`src/rtl/vcnt_pkg.sv`:
```
// Package vcnt_pkg
// Shared helper for the vertical line counter. It provides the sparse
// terminal-count test. Assumes the terminal value fits in 32 bits.
package vcnt_pkg;

    // True when every bit set in the mask is also set in the value.
    function automatic logic bits_present(input logic [31:0] value,
                                          input logic [31:0] mask);
        return &(value | ~mask);
    endfunction

endpackage

```
`src/rtl/vcnt_line_counter.sv`:
```
// Module vcnt_line_counter
// Counts line strobes from 0 to TERM and wraps to zero on the strobe that
// follows TERM. The last line is detected from only the bits that are set in
// TERM (active-low internally). Assumes no value below TERM holds all of
// those bits, which is true for any TERM.
module vcnt_line_counter #(
    parameter int CNT_W = 9,
    parameter int TERM  = 261
) (
    input  logic             clk,
    input  logic             rst_n,
    input  logic             line_stb,
    output logic [CNT_W-1:0] count,
    output logic             wrap
);
    import vcnt_pkg::*;

    localparam logic [CNT_W-1:0] TERM_V = CNT_W'(TERM);

    logic [CNT_W-1:0] count_q;
    logic             last_n;

    // Sparse, active-low decode of the last line in the field.
    always_comb begin
        last_n = ~bits_present(32'(count_q), 32'(TERM_V));
    end

    // Advance on each strobe; return to zero on the strobe after the last line.
    always_ff @(posedge clk) begin
        if (!rst_n) begin
            count_q <= '0;
        end else if (line_stb) begin
            if (!last_n) count_q <= '0;
            else         count_q <= count_q + 1'b1;
        end
    end

    assign count = count_q;
    assign wrap  = line_stb & ~last_n;

    AST_NO_OVERFLOW: assert property (@(posedge clk) disable iff (!rst_n)
        count_q <= TERM_V);
    AST_HOLD_IDLE: assert property (@(posedge clk) disable iff (!rst_n)
        !line_stb |=> $stable(count_q));
    AST_STEP_ONE: assert property (@(posedge clk) disable iff (!rst_n)
        (line_stb && count_q != TERM_V) |=> count_q == $past(count_q) + 1'b1);
    AST_WRAP_ZERO: assert property (@(posedge clk) disable iff (!rst_n)
        (line_stb && count_q == TERM_V) |=> count_q == '0);

endmodule

```
`src/rtl/vcnt_vsync_gen.sv`:
```
// Module vcnt_vsync_gen
// Registers the field strobe and the vertical sync level. Sync rises on the
// wrapping edge and falls on the strobe edge that takes the count to
// VS_LINES. Assumes 1 <= VS_LINES <= TERM.
module vcnt_vsync_gen #(
    parameter int CNT_W    = 9,
    parameter int VS_LINES = 3
) (
    input  logic             clk,
    input  logic             rst_n,
    input  logic             line_stb,
    input  logic             wrap,
    input  logic [CNT_W-1:0] count,
    output logic             vreset,
    output logic             vsync
);
    localparam logic [CNT_W-1:0] VS_END = CNT_W'(VS_LINES);

    logic vr_q;
    logic vs_q;
    logic [CNT_W-1:0] next_count;

    // Count value that the counter loads on this strobe when it does not wrap.
    always_comb begin
        next_count = count + 1'b1;
    end

    // Field strobe: high for the single cycle after a wrap.
    always_ff @(posedge clk) begin
        if (!rst_n) vr_q <= 1'b0;
        else        vr_q <= wrap;
    end

    // Sync level: set by a wrap, cleared once the count reaches VS_END.
    always_ff @(posedge clk) begin
        if (!rst_n) begin
            vs_q <= 1'b0;
        end else if (wrap) begin
            vs_q <= 1'b1;
        end else if (line_stb && next_count >= VS_END) begin
            vs_q <= 1'b0;
        end
    end

    assign vreset = vr_q;
    assign vsync  = vs_q;

    AST_VRESET_SINGLE: assert property (@(posedge clk) disable iff (!rst_n)
        vr_q |=> !vr_q);
    AST_VRESET_AT_ZERO: assert property (@(posedge clk) disable iff (!rst_n)
        vr_q |-> (count == '0));
    AST_VSYNC_RANGE: assert property (@(posedge clk) disable iff (!rst_n)
        vs_q |-> (count < VS_END));

endmodule

```
`src/rtl/vcnt_csync_mix.sv`:
```
// Module vcnt_csync_mix
// Combines the horizontal and vertical sync levels by exclusive-OR and
// inverts the result. Purely combinational; assumes both inputs are clean
// levels in the system clock domain.
module vcnt_csync_mix (
    input  logic hsync,
    input  logic vsync,
    output logic csync_n
);
    // Inverted XOR mix of the two sync levels.
    always_comb begin
        csync_n = ~(hsync ^ vsync);
    end

    AST_CSYNC_MIX: assert final (csync_n === ~(hsync ^ vsync));

endmodule

```
`src/rtl/vcnt_field_timer.sv`:
```
// Module vcnt_field_timer
// Top level of the vertical line counter. Counts line strobes, issues a
// field-rate reset strobe, generates vertical sync and the inverted composite
// sync. Assumes line_stb is a one-cycle pulse synchronous to clk.
module vcnt_field_timer #(
    parameter  int LINES_PER_FIELD = 262,
    parameter  int VS_LINES        = 3,
    localparam int CNT_W           = $clog2(LINES_PER_FIELD),
    localparam int TERM            = LINES_PER_FIELD - 1
) (
    input  logic             clk,
    input  logic             rst_n,
    input  logic             line_stb,
    input  logic             hsync,
    output logic [CNT_W-1:0] line_count,
    output logic             vreset,
    output logic             vsync,
    output logic             csync_n
);
    logic wrap;

    vcnt_line_counter #(
        .CNT_W (CNT_W),
        .TERM  (TERM)
    ) u_counter (
        .clk      (clk),
        .rst_n    (rst_n),
        .line_stb (line_stb),
        .count    (line_count),
        .wrap     (wrap)
    );

    vcnt_vsync_gen #(
        .CNT_W    (CNT_W),
        .VS_LINES (VS_LINES)
    ) u_vsync (
        .clk      (clk),
        .rst_n    (rst_n),
        .line_stb (line_stb),
        .wrap     (wrap),
        .count    (line_count),
        .vreset   (vreset),
        .vsync    (vsync)
    );

    vcnt_csync_mix u_mix (
        .hsync   (hsync),
        .vsync   (vsync),
        .csync_n (csync_n)
    );

    AST_RESET_CLEAR: assert property (@(posedge clk)
        !rst_n |=> (line_count == '0 && !vreset && !vsync));

endmodule

```
`config.mk`:
```
export PLATFORM = sky130hd
export DESIGN_NAME = vcnt_field_timer
export DESIGN_NICKNAME = d
export VERILOG_FILES = /design/src/rtl/vcnt_pkg.sv /design/src/rtl/vcnt_line_counter.sv /design/src/rtl/vcnt_vsync_gen.sv /design/src/rtl/vcnt_csync_mix.sv /design/src/rtl/vcnt_field_timer.sv
export SDC_FILE = /design/constraint.sdc
export NUM_CORES = 1
export LEC_CHECK = 0
export ABC_AREA = 1
export CORE_MARGIN = 3
export CORE_UTILIZATION = 49
export DETAILED_ROUTE_END_ITERATION = 8
export MAX_ROUTING_LAYER = met4
export PLACE_DENSITY = 0.8
export RECOVER_POWER = 50
export SYNTH_ARGS = -nofsm -noshare
export SYNTH_HDL_FRONTEND = slang
export SYNTH_SLANG_ARGS = --single-unit
```
`constraint.sdc`:
```
create_clock -name clk -period 3.6 [get_ports clk]
set_input_delay 0.36 -clock clk [delete_from_list [all_inputs] [get_ports clk]]
set_output_delay 0.36 -clock clk [all_outputs]
set_load 0.005 [all_outputs]
```
-- Word level (Yosys, flattened, before mapping)
Cells that the tools add are included.
- register bits after elaboration: 11
- output and inout port bits: 12
- logic and storage cells: 14
- bits of input ports: 4
- $lt $le $gt $ge: 1
- bitwise operators: 3
- add/sub/neg operators: 1
- reductions and logical operators: 3
- mux-type cells: 3
- operators with widths (cell ; count):
    $add 9x1->9 const B ; 1
    $ge 9x2->1 const B ; 1
    $mux 9 ; 1
    $reduce_and 3->1 ; 1
    $mux 1 ; 2
    $reduce_bool 2->1 ; 1
    $and 1x1->1 ; 1
    $logic_and 1x1->1 ; 1
    $not 1->1 ; 1
    $xor 1x1->1 ; 1

-- Longest topological paths before layout
- word-level depth: 5
- mapped depth: 11
- depth with buffers taken out: 11

-- Hierarchy
From an unflattened synthesis, not the netlist that was laid out.
- cells, all modules: 103
- area, all modules: 661.9 um^2
- by module, submodules not included (module ; times used ; seq. area each (um^2) ; cells an instance ; area an instance (um^2)):
    vcnt_line_counter ; 1 ; 180.2 ; 63 ; 455.4
    vcnt_vsync_gen ; 1 ; 40.0 ; 35 ; 187.7
    vcnt_csync_mix ; 1 ; 0.0 ; 5 ; 18.8

-- Worst setup path before layout
OpenSTA, ideal clock, no wires.
- kind: register -> register
- start point: register u_counter.count_q[0] (netlist: u_counter.count[0])
- end point: register u_vsync.vs_q (netlist: u_vsync.vsync)
- buffers on the path: 0
- cell stages (with the launch flop): 11
- data arrival time: 1233 ps
- setup time: 112 ps
- setup slack: 2254 ps
- clock period less this slack: 1346 ps
- data required time: 3488 ps
- path through: dfxtp_1 -> inv_1 -> ha_1 -> o21bai_1 -> nor2_1 -> nand2_1 -> nor2_1 -> nand3_1 -> nand2_1 -> nand2_1 -> nand2_1
- word-level cells in the longest chain between the ends: 4
- elaborated cells on any way between the ends: 7
- classes of those cells: 1 x add/sub; 1 x order compare; 1 x mux; 1 x bitwise; 3 x reduce/logical
- RTL lines (element ; line ; RTL):
    start: declaration ; vcnt_line_counter.sv:20 ; logic [CNT_W-1:0] count_q;
    start signal: assignment ; vcnt_line_counter.sv:34 ; else count_q <= count_q + 1'b1;
    $add 9x1->9 ; vcnt_vsync_gen.sv:25 ; next_count = count + 1'b1;
    $ge 9x2->1 ; vcnt_vsync_gen.sv:40 ; end else if (line_stb && next_count >= VS_END) begin
    $logic_and 1x1->1 ; vcnt_vsync_gen.sv:40 ;
    $reduce_bool 2->1 (no source line) ; n/a ;
    end signal: assignment ; vcnt_vsync_gen.sv:37 ; vs_q <= 1'b0;
    end signal: assignment ; vcnt_vsync_gen.sv:39 ; vs_q <= 1'b1;
    end signal: assignment ; vcnt_vsync_gen.sv:41 ; vs_q <= 1'b0;
    end: declaration ; vcnt_vsync_gen.sv:20 ; logic vs_q;
Several ways; a longest one is shown, not always the timed one.
A chain may end at the register's enable or synchronous reset.

-- Final worst setup path
- start point: input port hsync
- end point: output port csync_n
- word-level cells in the longest chain between the ends: 2
- RTL lines (element ; line ; RTL):
    start: declaration ; vcnt_field_timer.sv:14 ; input logic hsync,
    $xor 1x1->1 ; vcnt_csync_mix.sv:12 ; csync_n = ~(hsync ^ vsync);
    $not 1->1 ; vcnt_csync_mix.sv:12 ;
    end: declaration ; vcnt_field_timer.sv:18 ; output logic csync_n
Every way passes these cells.

==> flow_summary.toml <==
[worst_setup_path]
cp_num_buf_inv = 2
end_kind = "output pin"
path_common_cell = "clkdlybuf4s50_1"
cp.arrival_ps = 1450
crit_path_max_incr_delay_ps = 510
critPathKind = "in -> out"
path_delay_family = "buffers and inverters"
crit_fanout = 1
r2r_slack_ps = 2110
critPathLaunchType = "input port"
crit_chain = "clkdlybuf4s50_1 -> xnor2_1 -> clkdlybuf4s50_1"
cp_slowest_cell = "clkdlybuf4s50_1"
required_ps = 3240

[layout]
drive_above_1_share = 0.0756
fin_area_um2 = 830
area_growth_pct = 29.5
fin_nets = 126
num_antenna_cells = 0
fillers = 113

[floorplanning]
die_w_um = 42.2
rows = 12
start_util = 0.547
dieArea_um2 = 1780
ioPinCount = 16
fp.dieH_um = 42.2
coreArea_um2 = 1170

[clock_network]
cts_tree = "built"
clk_pin_slew_ps = 70
cts_hold_buf = 0
clkLatencyLatePin_ps = 270
postCtsSetupRepairBufs = 0
clockRootBuffer = "clkbuf_4"
htreeDepth = 1
numCtsBuffers = 3
cts_buffer_depth = 2
ctsResizeCount = 0
clock_sinks = 11

[yosys]
ys_ff_latch = 11
yosysTopAreaCellShare = 0.344
yosys.area.top_type = "dfxtp_1"
synthDistinctLibCells = 20
syn_avg_cell_area_um2 = 6.41
netlist_area_um2 = 641
synth_nets = 106
synthCells = 100
synth_area_leaders = "dfxtp_1, nand2_1, inv_1"
ys.warnings.count = 0
yosysSeqAreaShare = 0.344

[sta]
finClkSkew_ps = 1.35
fin_setup_tns_ps = 0
finalSetupViolCount = 0
post-route-min-period_ps = 1810
rsz0062_at_grt = "false"
max_freq_mhz = 552
period_share = 0.503
slew_headroom = 0.831
worst_pin_slew_ps = 251
finalHoldViolCount = 0
slew_violations = 0

[detailed_routing]
route.vias.total = 692
post-route-drc-count = 0
post_drt_via_cell_ratio = 5.20
wl_um = 1570
avgRoutedWirePerCell_um = 11.8
dr.pass1.iters = 4
drtIter0Drc = 21
ant_nets = 0

[placement]
gp_congestion = 0.873
dpl.hpwl_um = 1210
placedInstanceArea_um2 = 808
port_buffers = 15

[job]
max_cap_viol_count = 0

[power_and_ir_drop]
switching_power_mw = 0.0630
ir_worst_vdd_uv = 165
p_leak_nw = 0.346
clockPowerShare = 0.364
pwr-share-comb = 0.116
p_sw_frac = 0.260
p_total_mw = 0.243
internal-power_mw = 0.180
pwr_density_cell_nw_per_um2 = 293
p_seq_frac = 0.521

[hold_path]
hold_class = "reg -> reg"

[grt]
grt_max_degree = 11
grt_pass1_vias = 624
gr-usage-all-layers = 0.205
overflow = 0
antenna_found_initial = 0
grt_pass1_wl_um = 2670

[run_status]
status = "complete, no violations"
## worst paths after layout
| kind | cells past startpoint | startpoint | end |
|---|---|---|---|
| worst max register to register | 10 | u_counter.count[0] | u_vsync.vsync |
| worst max-delay path | 3 | hsync | csync_n |
| worst min-delay path | 2 | u_counter.count[5] | u_counter.count[5] |
| worst min register to register | 2 | u_counter.count[5] | u_counter.count[5] |
## routing by layer
layer,vias to the layer above,global-route usage,wire length [µm]
met5,-,-,0
met4,0,0.0932,34
met3,6,0.0644,122
met2,32,0.352,762
met1,303,0.212,648
li1,351,-,-
## cell type report
type	instances	area [µm²]	area share
Multi-Input combinational cell	73	355	0.428
Tap cell	14	17.5	0.0211
Clock buffer	4	26.3	0.0317
Timing Repair Buffer	15	150	0.181
Inverter	16	60.1	0.0724
Sequential cell	11	220	0.265
## cells by family after synthesis
group,count (synthesis),share of synthesized area
fa+ha+maj,2,0.0391
buf+inv,16,0.0938
xor+xnor,2,0.0273
flops,11,0.344
compound gates,12,0.113
simple gates,57,0.383
## tightest hold or removal path, cell delays in order (launching register included)
cell,delay (ps)
dfxtp_1,330
nand2_1,70
a21oi_1,50
## per-stage QoR
step / util / worst slack [ps] / cells / hold slack (ps)
final: 0.708 / 1790 / 133 / 497
after global routing: 0.708 / 1750 / 133 / 523
after CTS: 0.713 / 1790 / 133 / 500
after detailed placement: 0.690 / 1790 / 129 / 490
after global placement: 0.690 / 1790 / 129 / 483
after floorplan: - / 2250 / 100 / 485
## power by group through the flow
stage | clock network (mW) | registers (mW) | logic (mW)
6_report | 0.0883 | 0.126 | 0.0281
5_1_grt | 0.0947 | 0.127 | 0.0320
4_1_cts | 0.0915 | 0.127 | 0.0289
3_5_place_dp | 0 | 0.129 | 0.0286
3_3_place_gp | 0 | 0.129 | 0.0282
2_1_floorplan | 0 | 0.129 | 0.0156
## cell usage after synthesis
library cell,number
a21oi_1,7
a22oi_1,1
clkinv_1,1
dfxtp_1,11
ha_1,2
inv_1,13
inv_2,2
nand2_1,32
nand2_2,2
nand3_1,7
nand3b_1,1
nand4_1,1
nor2_1,9
nor2_2,4
nor3_1,1
o21ai_0,1
o21bai_1,1
o21bai_2,1
o22ai_1,1
xnor2_1,2
## layout by cell type, fill, tap and decap left out, drive strengths merged, types with 3 or more instances in the layout
master         instances
a21oi                  7
clkbuf                 4
clkdlybuf4s50         12
dfxtp                 11
dlygate4sd3            3
inv                   15
nand2                 34
nand3                  7
nor2                  13
## state kept, by name, indices dropped and copies added, names as in the netlist
register and count:
u_vsync.vreset 1, u_vsync.vsync 1, u_counter.count 9
(Power assumes the default switching activity.)
